### src/rtl/chase_pkg.sv
package chase_pkg;
  localparam int COORD_W  = 10;
  localparam int COLOR_W  = 8;
  localparam int SPR_EDGE = 8;

  typedef logic [COORD_W-1:0] coord_t;
  typedef logic [COLOR_W-1:0] color_t;

  typedef enum logic [2:0] {
    ST_IDLE,
    ST_PICK,
    ST_PROBE,
    ST_CHECK,
    ST_HIT
  } seq_state_t;

  function automatic coord_t gap(coord_t a, coord_t b);
    return (a >= b) ? coord_t'(a - b) : coord_t'(b - a);
  endfunction

  // one pixel from 'from' toward 'to'; only meaningful when they differ
  function automatic coord_t nudge(coord_t from, coord_t to);
    return (to > from) ? coord_t'(from + coord_t'(1)) : coord_t'(from - coord_t'(1));
  endfunction

  function automatic logic boxes_meet(coord_t ax, coord_t ay, coord_t bx, coord_t by);
    return (gap(ax, bx) < coord_t'(SPR_EDGE)) && (gap(ay, by) < coord_t'(SPR_EDGE));
  endfunction
endpackage

### src/rtl/chase_planner.sv
module chase_planner
  import chase_pkg::*;
(
  input  coord_t px,
  input  coord_t py,
  input  coord_t tx,
  input  coord_t ty,
  output coord_t first_x,
  output coord_t first_y,
  output logic   first_ok,
  output coord_t second_x,
  output coord_t second_y,
  output logic   second_ok
);
  coord_t dx, dy;
  logic   x_leads;

  always_comb begin
    dx      = gap(px, tx);
    dy      = gap(py, ty);
    x_leads = (dx >= dy);
    if (x_leads) begin
      first_x   = nudge(px, tx);
      first_y   = py;
      first_ok  = (dx != '0);
      second_x  = px;
      second_y  = nudge(py, ty);
      second_ok = (dy != '0);
    end else begin
      first_x   = px;
      first_y   = nudge(py, ty);
      first_ok  = 1'b1;
      second_x  = nudge(px, tx);
      second_y  = py;
      second_ok = (dx != '0);
    end
  end
endmodule

### src/rtl/chase_regs.sv
module chase_regs
  import chase_pkg::*;
#(
  parameter int N_SPR  = 4,
  parameter int DATA_W = 16,
  parameter int ADDR_W = 4,
  parameter int IDX_W  = 2
) (
  input  logic                    clk,
  input  logic                    rst_n,
  input  logic                    wr_en,
  input  logic [ADDR_W-1:0]       wr_addr,
  input  logic [DATA_W-1:0]       wr_data,
  input  logic [ADDR_W-1:0]       rd_addr,
  output logic [DATA_W-1:0]       rd_data,
  input  logic                    step_commit,
  input  logic [IDX_W-1:0]        step_idx,
  input  coord_t                  step_x,
  input  coord_t                  step_y,
  input  logic [N_SPR-1:0]        hit_set,
  output logic [N_SPR-1:0][COORD_W-1:0] pos_x,
  output logic [N_SPR-1:0][COORD_W-1:0] pos_y,
  output logic [IDX_W-1:0]        target_sel,
  output logic [N_SPR-1:0]        enable,
  output color_t                  bg_key,
  output logic [N_SPR-1:0]        hit_flags,
  output logic                    clr_write
);
  localparam int A_TGT  = 0;
  localparam int A_EN   = 1;
  localparam int A_KEY  = 2;
  localparam int A_HIT  = 3;
  localparam int A_BASE = 4;

  assign clr_write = wr_en && (wr_addr == ADDR_W'(A_HIT));

  always_ff @(posedge clk) begin
    if (!rst_n) begin
      target_sel <= '0;
      enable     <= '0;
      bg_key     <= '0;
      hit_flags  <= '0;
    end else begin
      if (wr_en && wr_addr == ADDR_W'(A_TGT)) target_sel <= wr_data[IDX_W-1:0];
      if (wr_en && wr_addr == ADDR_W'(A_EN))  enable     <= wr_data[N_SPR-1:0];
      if (wr_en && wr_addr == ADDR_W'(A_KEY)) bg_key     <= wr_data[COLOR_W-1:0];
      // a new overlap wins over a clear in the same cycle
      hit_flags <= (hit_flags & ~(clr_write ? wr_data[N_SPR-1:0] : '0)) | hit_set;
    end
  end

  always_ff @(posedge clk) begin
    if (!rst_n) begin
      pos_x <= '0;
      pos_y <= '0;
    end else begin
      for (int i = 0; i < N_SPR; i++) begin
        if (wr_en && wr_addr == ADDR_W'(A_BASE + 2*i))
          pos_x[i] <= wr_data[COORD_W-1:0];
        else if (step_commit && step_idx == IDX_W'(i))
          pos_x[i] <= step_x;
        if (wr_en && wr_addr == ADDR_W'(A_BASE + 2*i + 1))
          pos_y[i] <= wr_data[COORD_W-1:0];
        else if (step_commit && step_idx == IDX_W'(i))
          pos_y[i] <= step_y;
      end
    end
  end

  always_comb begin
    rd_data = '0;
    if (rd_addr == ADDR_W'(A_TGT)) rd_data = DATA_W'(target_sel);
    if (rd_addr == ADDR_W'(A_EN))  rd_data = DATA_W'(enable);
    if (rd_addr == ADDR_W'(A_KEY)) rd_data = DATA_W'(bg_key);
    if (rd_addr == ADDR_W'(A_HIT)) rd_data = DATA_W'(hit_flags);
    for (int i = 0; i < N_SPR; i++) begin
      if (rd_addr == ADDR_W'(A_BASE + 2*i))     rd_data = DATA_W'(pos_x[i]);
      if (rd_addr == ADDR_W'(A_BASE + 2*i + 1)) rd_data = DATA_W'(pos_y[i]);
    end
  end
endmodule

### src/rtl/chase_seq.sv
module chase_seq
  import chase_pkg::*;
#(
  parameter int N_SPR = 4,
  parameter int IDX_W = 2
) (
  input  logic                    clk,
  input  logic                    rst_n,
  input  logic                    frame_tick,
  input  logic [N_SPR-1:0]        enable,
  input  logic [IDX_W-1:0]        target_sel,
  input  logic [N_SPR-1:0][COORD_W-1:0] pos_x,
  input  logic [N_SPR-1:0][COORD_W-1:0] pos_y,
  input  color_t                  bg_color,
  input  color_t                  bg_key,
  output logic                    bg_rd,
  output coord_t                  bg_x,
  output coord_t                  bg_y,
  output logic                    step_commit,
  output logic [IDX_W-1:0]        step_idx,
  output coord_t                  step_x,
  output coord_t                  step_y,
  output logic [N_SPR-1:0]        hit_set
);
  seq_state_t       state;
  logic [IDX_W-1:0] idx;
  coord_t           cand_x, cand_y, alt_x, alt_y;
  logic             alt_ok;

  coord_t p_fx, p_fy, p_sx, p_sy;
  logic   p_fok, p_sok;
  logic   live, last, floor_match;

  chase_planner u_plan (
    .px(coord_t'(pos_x[idx])), .py(coord_t'(pos_y[idx])),
    .tx(coord_t'(pos_x[target_sel])), .ty(coord_t'(pos_y[target_sel])),
    .first_x(p_fx), .first_y(p_fy), .first_ok(p_fok),
    .second_x(p_sx), .second_y(p_sy), .second_ok(p_sok)
  );

  assign live        = enable[idx] && (idx != target_sel);
  assign last        = (idx == IDX_W'(N_SPR-1));
  assign floor_match = (bg_color == bg_key);

  always_ff @(posedge clk) begin
    if (!rst_n) begin
      state  <= ST_IDLE;
      idx    <= '0;
      cand_x <= '0;
      cand_y <= '0;
      alt_x  <= '0;
      alt_y  <= '0;
      alt_ok <= 1'b0;
    end else begin
      case (state)
        ST_IDLE: if (frame_tick) begin
          idx   <= '0;
          state <= ST_PICK;
        end
        ST_PICK: begin
          if (live) begin
            if (p_fok) begin
              cand_x <= p_fx;
              cand_y <= p_fy;
              alt_x  <= p_sx;
              alt_y  <= p_sy;
              alt_ok <= p_sok;
              state  <= ST_PROBE;
            end else begin
              state <= ST_HIT;
            end
          end else if (last) begin
            state <= ST_IDLE;
          end else begin
            idx <= idx + IDX_W'(1);
          end
        end
        ST_PROBE: state <= ST_CHECK;
        ST_CHECK: begin
          if (floor_match) begin
            state <= ST_HIT;
          end else if (alt_ok) begin
            cand_x <= alt_x;
            cand_y <= alt_y;
            alt_ok <= 1'b0;
            state  <= ST_PROBE;
          end else begin
            state <= ST_HIT;
          end
        end
        ST_HIT: begin
          if (last) begin
            state <= ST_IDLE;
          end else begin
            idx   <= idx + IDX_W'(1);
            state <= ST_PICK;
          end
        end
        default: state <= ST_IDLE;
      endcase
    end
  end

  assign bg_rd       = (state == ST_PROBE);
  assign bg_x        = cand_x;
  assign bg_y        = cand_y;
  assign step_commit = (state == ST_CHECK) && floor_match;
  assign step_idx    = idx;
  assign step_x      = cand_x;
  assign step_y      = cand_y;

  always_comb begin
    hit_set = '0;
    if (state == ST_HIT &&
        boxes_meet(pos_x[idx], pos_y[idx], pos_x[target_sel], pos_y[target_sel]))
      hit_set[idx] = 1'b1;
  end
endmodule

### src/rtl/sprite_chase_ctrl.sv
module sprite_chase_ctrl
  import chase_pkg::*;
#(
  parameter  int N_SPR  = 4,
  parameter  int DATA_W = 16,
  localparam int ADDR_W = $clog2(4 + 2*N_SPR),
  localparam int IDX_W  = $clog2(N_SPR)
) (
  input  logic               clk,
  input  logic               rst_n,
  input  logic               wr_en,
  input  logic [ADDR_W-1:0]  wr_addr,
  input  logic [DATA_W-1:0]  wr_data,
  input  logic [ADDR_W-1:0]  rd_addr,
  output logic [DATA_W-1:0]  rd_data,
  input  logic               frame_tick,
  output logic               bg_rd,
  output logic [COORD_W-1:0] bg_x,
  output logic [COORD_W-1:0] bg_y,
  input  logic [COLOR_W-1:0] bg_color,
  output logic [N_SPR-1:0]   hit_flags
);
  logic [N_SPR-1:0][COORD_W-1:0] pos_x, pos_y;
  logic [IDX_W-1:0] target_sel, step_idx;
  logic [N_SPR-1:0] enable, hit_set;
  color_t           bg_key;
  coord_t           step_x, step_y;
  logic             step_commit, clr_write;

  chase_regs #(.N_SPR(N_SPR), .DATA_W(DATA_W), .ADDR_W(ADDR_W), .IDX_W(IDX_W)) u_regs (
    .clk(clk), .rst_n(rst_n),
    .wr_en(wr_en), .wr_addr(wr_addr), .wr_data(wr_data),
    .rd_addr(rd_addr), .rd_data(rd_data),
    .step_commit(step_commit), .step_idx(step_idx),
    .step_x(step_x), .step_y(step_y), .hit_set(hit_set),
    .pos_x(pos_x), .pos_y(pos_y), .target_sel(target_sel),
    .enable(enable), .bg_key(bg_key), .hit_flags(hit_flags),
    .clr_write(clr_write)
  );

  chase_seq #(.N_SPR(N_SPR), .IDX_W(IDX_W)) u_seq (
    .clk(clk), .rst_n(rst_n), .frame_tick(frame_tick),
    .enable(enable), .target_sel(target_sel),
    .pos_x(pos_x), .pos_y(pos_y),
    .bg_color(bg_color), .bg_key(bg_key),
    .bg_rd(bg_rd), .bg_x(bg_x), .bg_y(bg_y),
    .step_commit(step_commit), .step_idx(step_idx),
    .step_x(step_x), .step_y(step_y), .hit_set(hit_set)
  );
endmodule

### config.mk
export PLATFORM = sky130hd
export DESIGN_NAME = sprite_chase_ctrl
export DESIGN_NICKNAME = d
export VERILOG_FILES = /design/src/rtl/chase_pkg.sv /design/src/rtl/chase_planner.sv /design/src/rtl/chase_regs.sv /design/src/rtl/chase_seq.sv /design/src/rtl/sprite_chase_ctrl.sv
export SDC_FILE = /design/constraint.sdc
export NUM_CORES = 1
export LEC_CHECK = 0
export ABC_AREA = 0
export ABC_CLOCK_PERIOD_IN_PS = 6600
export BUFFER_PORTS_ARGS = -buffer_cell sky130_fd_sc_hd__buf_2
export CORE_UTILIZATION = 41
export DETAILED_ROUTE_END_ITERATION = 12
export GPL_TIMING_DRIVEN = 0
export PLACE_DENSITY = 0.59
export SLEW_MARGIN = 15
export SYNTH_ARGS = -nofsm -noshare
export SYNTH_HDL_FRONTEND = slang
export SYNTH_SLANG_ARGS = --single-unit
### constraint.sdc
create_clock -name clk -period 6.6 [get_ports clk]
set_input_delay 0.66 -clock clk [delete_from_list [all_inputs] [get_ports clk]]
set_output_delay 0.66 -clock clk [all_outputs]
set_load 0.05 [all_outputs]
## Yosys cells after proc, flatten, opt, wreduce, memory -nomap -nowiden

Cells that the tools add are included.

- Bits in registers: 144

- Multiplexer cells: 78
- $lt $le $gt $ge: 10
- Equality and inequality tests: 38
- Add/sub/neg operators: 9
- Bitwise logic cells: 3
- Reduce and logical (&&, ||, !) cells: 42

Operators with widths:

| cell | number |
|---|---|
| 2-to-1 mux 10 bit | 44 |
| binary-select mux 10 bit (select 2 bit) | 4 |
| one-hot mux 10 bit (2 select lines) | 2 |
| subtractor 10 bit | 4 |
| equality test 4 x 3 -> 1 bit (second input constant) | 8 |
| equality test 4 bit (second input constant) | 8 |
| >= comparator 10 bit | 3 |
| logical AND 1 bit | 21 |
| adder 10 x 1 -> 10 bit (second input constant) | 2 |
| > comparator 10 bit | 2 |
| less-than comparator 10 x 4 -> 1 bit (second input constant) | 2 |
| nonzero test 10 bit | 2 |
| subtractor 10 x 1 -> 10 bit (second input constant) | 2 |
| 2-to-1 mux 3 bit | 6 |
| nonzero test 2 bit | 9 |
| equality test 4 x 2 -> 1 bit (second input constant) | 4 |
| 2-to-1 mux 8 bit | 2 |
| one-hot mux 3 bit (5 select lines) | 1 |
| 2-to-1 mux 4 bit | 3 |
| equality test 4 x 1 -> 1 bit (second input constant) | 2 |
| equality test 8 bit | 1 |
| zero test 4 bit | 2 |
| 2-to-1 mux 1 bit | 8 |
| 2-to-1 mux 2 bit | 4 |
| 26 further kinds | 34 |

## Logic depth before layout (Yosys ltp)

- Depth in word-level cells: 13
- Depth in mapped cells: 26
- Gate-level depth less buffers: 22

## Modules after synthesis

A second synthesis with hierarchy kept.

- Cell total of the unflattened synthesis: 1637
- Area total of the unflattened synthesis: 13988.4 um2

By module, submodules not included:

| module | area an instance (um2) | times used | cells an instance | seq. area each (um2) |
|---|---|---|---|---|
| chase_regs | 5680.4 | 1 | 625 | 1961.9 |
| chase_seq | 5007.3 | 1 | 557 | 920.9 |
| chase_planner | 3300.7 | 1 | 455 | 0.0 |

## Worst setup path after synthesis

OpenSTA, ideal clock, no wires.

- Path kind: reg-to-reg
- Start: register u_seq.idx[0] (netlist: u_seq.step_idx[0])
- End: register u_seq.cand_x[9] (netlist: u_seq.bg_x[9])
- Stages on the path, launching flop included: 24
- Path slack: 0.022 ns
- Data required time: 6.528 ns
- Library setup time: 0.072 ns
- Arrival: 6.507 ns
- Cell sequence: dfxtp_1 -> clkbuf_1 -> clkbuf_1 -> buf_1 -> mux4_2 -> inv_1 -> ha_1 -> clkbuf_1 -> or2_2 -> a31oi_1 -> nand2_1 -> clkbuf_1 -> a211o_1 -> a2bb2oi_1 -> xor2_1 -> ha_1 -> o211a_1 -> nand3_1 -> o21ai_0 -> o21ai_1 -> or4_1 -> o22ai_2 -> buf_4 -> mux2i_1

- Word-level cells in the longest chain between the ends: 9

Ends and longest elaborated chain:

| what | RTL line | RTL |
|---|---|---|
| start, declared | chase_seq.sv:26 | `logic [IDX_W-1:0] idx;` |
| start signal, assigned | chase_seq.sv:75 | `idx <= idx + IDX_W'(1);` |
| start signal, assigned | chase_seq.sv:95 | `idx <= idx + IDX_W'(1);` |
| binary-select mux 10 bit (select 2 bit) | chase_seq.sv:35 | `.px(coord_t'(pos_x[idx])), .py(coord_t'(pos_y[idx])),` |
| 2-to-1 mux 10 bit (implied by the code) | chase_seq.sv:35 |  |
| subtractor 10 bit / >= comparator 10 bit (equally long branches) | chase_pkg.sv:18 | `return (a >= b) ? coord_t'(a - b) : coord_t'(b - a);` |
| 2-to-1 mux 10 bit | chase_pkg.sv:18 |  |
| >= comparator 10 bit | chase_planner.sv:21 | `x_leads = (dx >= dy);` |
| 2-to-1 mux 10 bit | chase_planner.sv:22 | `if (x_leads) begin` |
| 2-to-1 mux 10 bit | chase_seq.sv:62 | `if (p_fok) begin` |
| 2-to-1 mux 10 bit | chase_seq.sv:61 | `if (live) begin` |
| one-hot mux 10 bit (2 select lines) | chase_seq.sv:55 | `case (state)` |
| end signal, assigned | chase_seq.sv:63 | `cand_x <= p_fx;` |
| end signal, assigned | chase_seq.sv:83 | `cand_x <= alt_x;` |
| end, declared | chase_seq.sv:27 | `coord_t cand_x, cand_y, alt_x, alt_y;` |

Several ways; a longest one is shown, not always the timed one. The select of a mux whose other input is x is not followed.
A chain may end at the register's enable or synchronous reset.

## Worst setup path in the final report

- Start: register u_seq.idx[1] (netlist: u_seq.step_idx[1])
- End: register u_seq.cand_y[2] (netlist: u_seq.bg_y[2])

- Word-level cells in the longest chain between the ends: 9

Ends and longest elaborated chain:

| what | RTL line | RTL |
|---|---|---|
| binary-select mux 10 bit (select 2 bit) | chase_seq.sv:35 |  |
| 2-to-1 mux 10 bit (implied by the code) | chase_seq.sv:35 |  |
| subtractor 10 bit / >= comparator 10 bit (equally long branches) | chase_pkg.sv:18 |  |
| 2-to-1 mux 10 bit | chase_pkg.sv:18 |  |
| >= comparator 10 bit | chase_planner.sv:21 |  |
| 2-to-1 mux 10 bit | chase_planner.sv:22 |  |
| 2-to-1 mux 10 bit | chase_seq.sv:62 |  |
| 2-to-1 mux 10 bit | chase_seq.sv:61 |  |
| one-hot mux 10 bit (2 select lines) | chase_seq.sv:55 |  |
| end signal, assigned | chase_seq.sv:64 | `cand_y <= p_fy;` |
| end signal, assigned | chase_seq.sv:84 | `cand_y <= alt_y;` |
| end, declared | chase_seq.sv:27 |  |

Several ways; a longest one is shown, not always the timed one. The select of a mux whose other input is x is not followed.

==> results.toml <==
[status]
outcome = "finished, final reports clean"

[drt]
route.met2.wl_mm = 19.92
met1Wirelength_mm = 18.57
detailedRoute.firstPassIterationCount = 7
drc = 0
first_iter_violations = 1237
routed_wire_length_per_instance_um = 23.80
routed_via_count_divided_by_cell_count = 6.073
antenna_violating_nets_post_route = 0
top_signal_layer_used = "met4"
met3RoutedLength_mm = 3.179
sum_of_routed_wire_length_over_all_layers_mm = 43.70
vias = 11150

[placed_design]
place.port_buffers = 55
finalWeightedCongestion = 1.029
post_dp_cell_area_um2 = 12710
dp_cells = 1804
place_hpwl_mm = 33.70

[power_and_ir_drop]
vdd_ir_drop_max_mv = 0.1756
p_leak_nw = 6.351
power_density_nw_per_um2 = 234.4
p_total_mw = 3.132

[setup_path]
worst_r2r_endpoint = "u_seq.bg_y[2]"
ff2ff_setup_slack_ps = 240
cp-start-kind = "register"
worst-path-max-fanout = 10
critical_path_arrival_ps = 6710
crit_path_end = "u_seq.bg_y[2]"
timing.setup.critical_path_class = "reg2reg"
crit_path_end_kind = "register"
crit_path_start = "u_seq.step_idx[1]"
worst_ep_required_time_ps = 6950
timing.reg2reg.worst_path_depth = 23
r2r-start = "u_seq.step_idx[1]"

[floorplanning]
die_w_um = 172.6
die_area_um2 = 29780
floorplan.initialDensity_pct = 41.67
floorplan.rows = 62
design.portCount = 77
core_area_um2 = 28630
die_height_um = 172.6

[final_layout]
final_layout_size_suffix_gt1_share_pct = 13.91
post_route_non_filler_standard_cell_count = 1836
area.growth.synth_to_final_pct = 12.02
nets = 1551
fill_cells = 2789
antenna_cells = 0
stdcell_area_um2 = 13360
finalCoreUtilization_pct = 46.68

[logic_synthesis]
syn_area_per_cell_um2 = 8.770
synthDominantAreaCellType = "sky130_fd_sc_hd__dfxtp_1"
postSynth.topFlopCell = "sky130_fd_sc_hd__dfxtp_1"
netlist-cell-type-count = 71
yosys.area.top_type_share_pct = 24.17
synthesis.area_um2 = 11930
synth_seq_area_share_pct = 24.17
yosys_warnings = 0
synth-seq-cells = 144
synthArstFlopShare_pct = 0
synth_edf_count = 0
yosys-top-cells-area = "sky130_fd_sc_hd__dfxtp_1 (24%), sky130_fd_sc_hd__mux2i_1 (12%), sky130_fd_sc_hd__mux4_2 (9.8%), sky130_fd_sc_hd__nand2_1 (7.4%), sky130_fd_sc_hd__ha_1 (7.3%)"
synth_cells = 1360

[cts]
clk_pin_slew_worst_paths_ps = 70
cts.hold.buffers_added = 0
cts_tree = "yes"
cts.root.buffer_cell = "sky130_fd_sc_hd__clkbuf_16"
clkSinkCount = 144
htree_levels = 4
worst_skew_pair.late_latency_ps = 440
buffer_levels_on_the_longest_clock_path = 2
cts_buffers = 17

[global_route]
gr-total-overflow = 0
first_global_vias = 10634
grt_start_max_net_pins = 17
grt_first_pass_wirelength_mm = 65.72
number_of_antenna_violations_at_the_first_check_in_global_routing = 0
global_route.usage.total_pct = 29.08

[timing]
setup_viol_count_final = 0
fin_skew_ps = 11.34
min_period_ps = 6359
max_clock_freq_ghz = 0.1573
max_slew_margin_pct = 16.82
layout_worst_path_cycle_share_pct = 96.35
timing_hold_violations_final = 0
worstMarginPinSlew_ps = 1243
worst_hold_slack_ps = 462.5
slew_viol_final = 0

[flow_run]
number_of_max_cap_violations = 0

[hold_path]
hp-class = "reg2reg"
min-delay-start = "u_seq.alt_y[5]"
worst min path at each step:
stage | endpoint | slack (ps) | cells after the start
after floorplan | u_seq.alt_x[9] | 430 | 2
final | u_seq.alt_y[5] | 460 | 2
after CTS | u_seq.alt_x[4] | 460 | 2
after global routing | u_seq.alt_y[1] | 480 | 2
after global placement | u_seq.alt_y[3] | 440 | 2
after detailed placement | u_seq.alt_x[4] | 450 | 2
logic make-up after synthesis:
kind of cell / after synthesis / synth area share (%)
muxes: 214 / 23.60
xor gates and xnor gates: 38 / 2.790
AOI/OAI and AO/OA: 320 / 20.48
other: 1 / 0.03144
DFF: 144 / 24.17
buffers and inverters: 170 / 5.853
adders and majority gates: 76 / 8.350
and+or+nand+nor: 397 / 14.73
report_power, final:
part	internal (mW)	total (mW)	leakage, nW	switching (mW)
clock network	0.493	0.938	0.262	0.445
registers	0.881	0.898	1.16	0.0164
logic	0.472	1.30	4.93	0.823
total	1.85	3.13	6.35	1.28
layer usage:
metal	GRT usage, %	vias up
li1	-	5105
met1	38.08	5388
met2	47.03	538
met3	4.134	119
met4	14.10	0
met5	0	-
metrics by stage:
stage                     worst slack, ps  setup TNS, ps
after floorplan                     21.54              0
after global placement              -2317         -83380
after detailed placement            -2313         -81270
after CTS                           17.33              0
after global routing               -50.90         -366.4
final                               240.8              0
flip-flops by register name, indices dropped and copies added (netlist names), 4 cells and up:
signal and flops:
u_seq.bg_y 10, u_regs.pos_y 40, u_seq.alt_y 10, u_regs.bg_key 8, u_regs.pos_x 40, u_regs.hit_flags 4, u_seq.alt_x 10, u_seq.bg_x 10
u_regs.enable 4
cell usage after synthesis (8+ instances only):
| library cell | n |
|---|---|
| sky130_fd_sc_hd__nor2b_1 | 25 |
| sky130_fd_sc_hd__o221ai_1 | 8 |
| sky130_fd_sc_hd__nor3_1 | 10 |
| sky130_fd_sc_hd__nor2_1 | 45 |
| sky130_fd_sc_hd__mux4_2 | 52 |
| sky130_fd_sc_hd__mux2_2 | 13 |
| sky130_fd_sc_hd__clkbuf_1 | 85 |
| sky130_fd_sc_hd__or2_2 | 8 |
| sky130_fd_sc_hd__buf_4 | 8 |
| sky130_fd_sc_hd__inv_1 | 62 |
| sky130_fd_sc_hd__xor2_1 | 21 |
| sky130_fd_sc_hd__a21o_1 | 15 |
| sky130_fd_sc_hd__and2_1 | 8 |
| sky130_fd_sc_hd__o211ai_1 | 35 |
| sky130_fd_sc_hd__dfxtp_1 | 144 |
| sky130_fd_sc_hd__xnor2_1 | 17 |
| sky130_fd_sc_hd__o211a_1 | 82 |
| sky130_fd_sc_hd__nand2b_1 | 10 |
| sky130_fd_sc_hd__o21ai_0 | 53 |
| sky130_fd_sc_hd__o21a_1 | 9 |
| sky130_fd_sc_hd__nand2_1 | 235 |
| sky130_fd_sc_hd__mux2i_1 | 147 |
| sky130_fd_sc_hd__ha_1 | 70 |
| sky130_fd_sc_hd__buf_1 | 11 |
| sky130_fd_sc_hd__nand3_1 | 23 |
| sky130_fd_sc_hd__a21oi_1 | 46 |
critical path: stages (launching register included):
cell and delay (ps):
sky130_fd_sc_hd__dfxtp_2 510, sky130_fd_sc_hd__clkbuf_4 370, sky130_fd_sc_hd__buf_2 380, sky130_fd_sc_hd__mux4_2 470
sky130_fd_sc_hd__inv_1 170, sky130_fd_sc_hd__ha_1 360, sky130_fd_sc_hd__and2_1 210, sky130_fd_sc_hd__clkbuf_1 190
sky130_fd_sc_hd__and3_1 240, sky130_fd_sc_hd__o21ai_2 110, sky130_fd_sc_hd__nand2_1 120, sky130_fd_sc_hd__clkbuf_2 220
sky130_fd_sc_hd__a211o_1 310, sky130_fd_sc_hd__a2bb2oi_1 250, sky130_fd_sc_hd__xor2_2 150, sky130_fd_sc_hd__ha_1 320
sky130_fd_sc_hd__o211a_1 170, sky130_fd_sc_hd__nand3_1 90, sky130_fd_sc_hd__o21ai_2 190, sky130_fd_sc_hd__o21ai_4 160
sky130_fd_sc_hd__or4_1 620, sky130_fd_sc_hd__o22ai_4 220, sky130_fd_sc_hd__buf_6 210, sky130_fd_sc_hd__mux2i_1 220
layout by cell type, fill, tap and decap left out, types with 41 or more instances in the layout:
cell type	n
sky130_fd_sc_hd__o211a_1	82
sky130_fd_sc_hd__buf_2	56
sky130_fd_sc_hd__inv_1	62
sky130_fd_sc_hd__nor2_1	41
sky130_fd_sc_hd__clkbuf_1	74
sky130_fd_sc_hd__dfxtp_1	143
sky130_fd_sc_hd__a21oi_1	45
sky130_fd_sc_hd__nand2_1	235
sky130_fd_sc_hd__o21ai_0	52
sky130_fd_sc_hd__ha_1	70
sky130_fd_sc_hd__mux2i_1	147
sky130_fd_sc_hd__mux4_2	52
final cells by class:
cell class                 instances  area (µm²)  area share, %
multi-input combinational       1051        8428          63.08
sequential                       144        2884          21.58
buffer                           107       500.5          3.746
tap                              384       480.5          3.596
clock buffer                      17       425.4          3.184
timing repair buffer              56       282.8          2.116
inverter                          62       232.7          1.742
clock inverter                    15       127.6         0.9551
what timing repair did:
action | CTS | global route
gates resized for setup | 24 | 17
cloned | 0 | 0
setup buffers | 0 | 1
endpoints found under the setup margin | 47 | 43
Note: power is estimated with default switching activity, not from simulation.
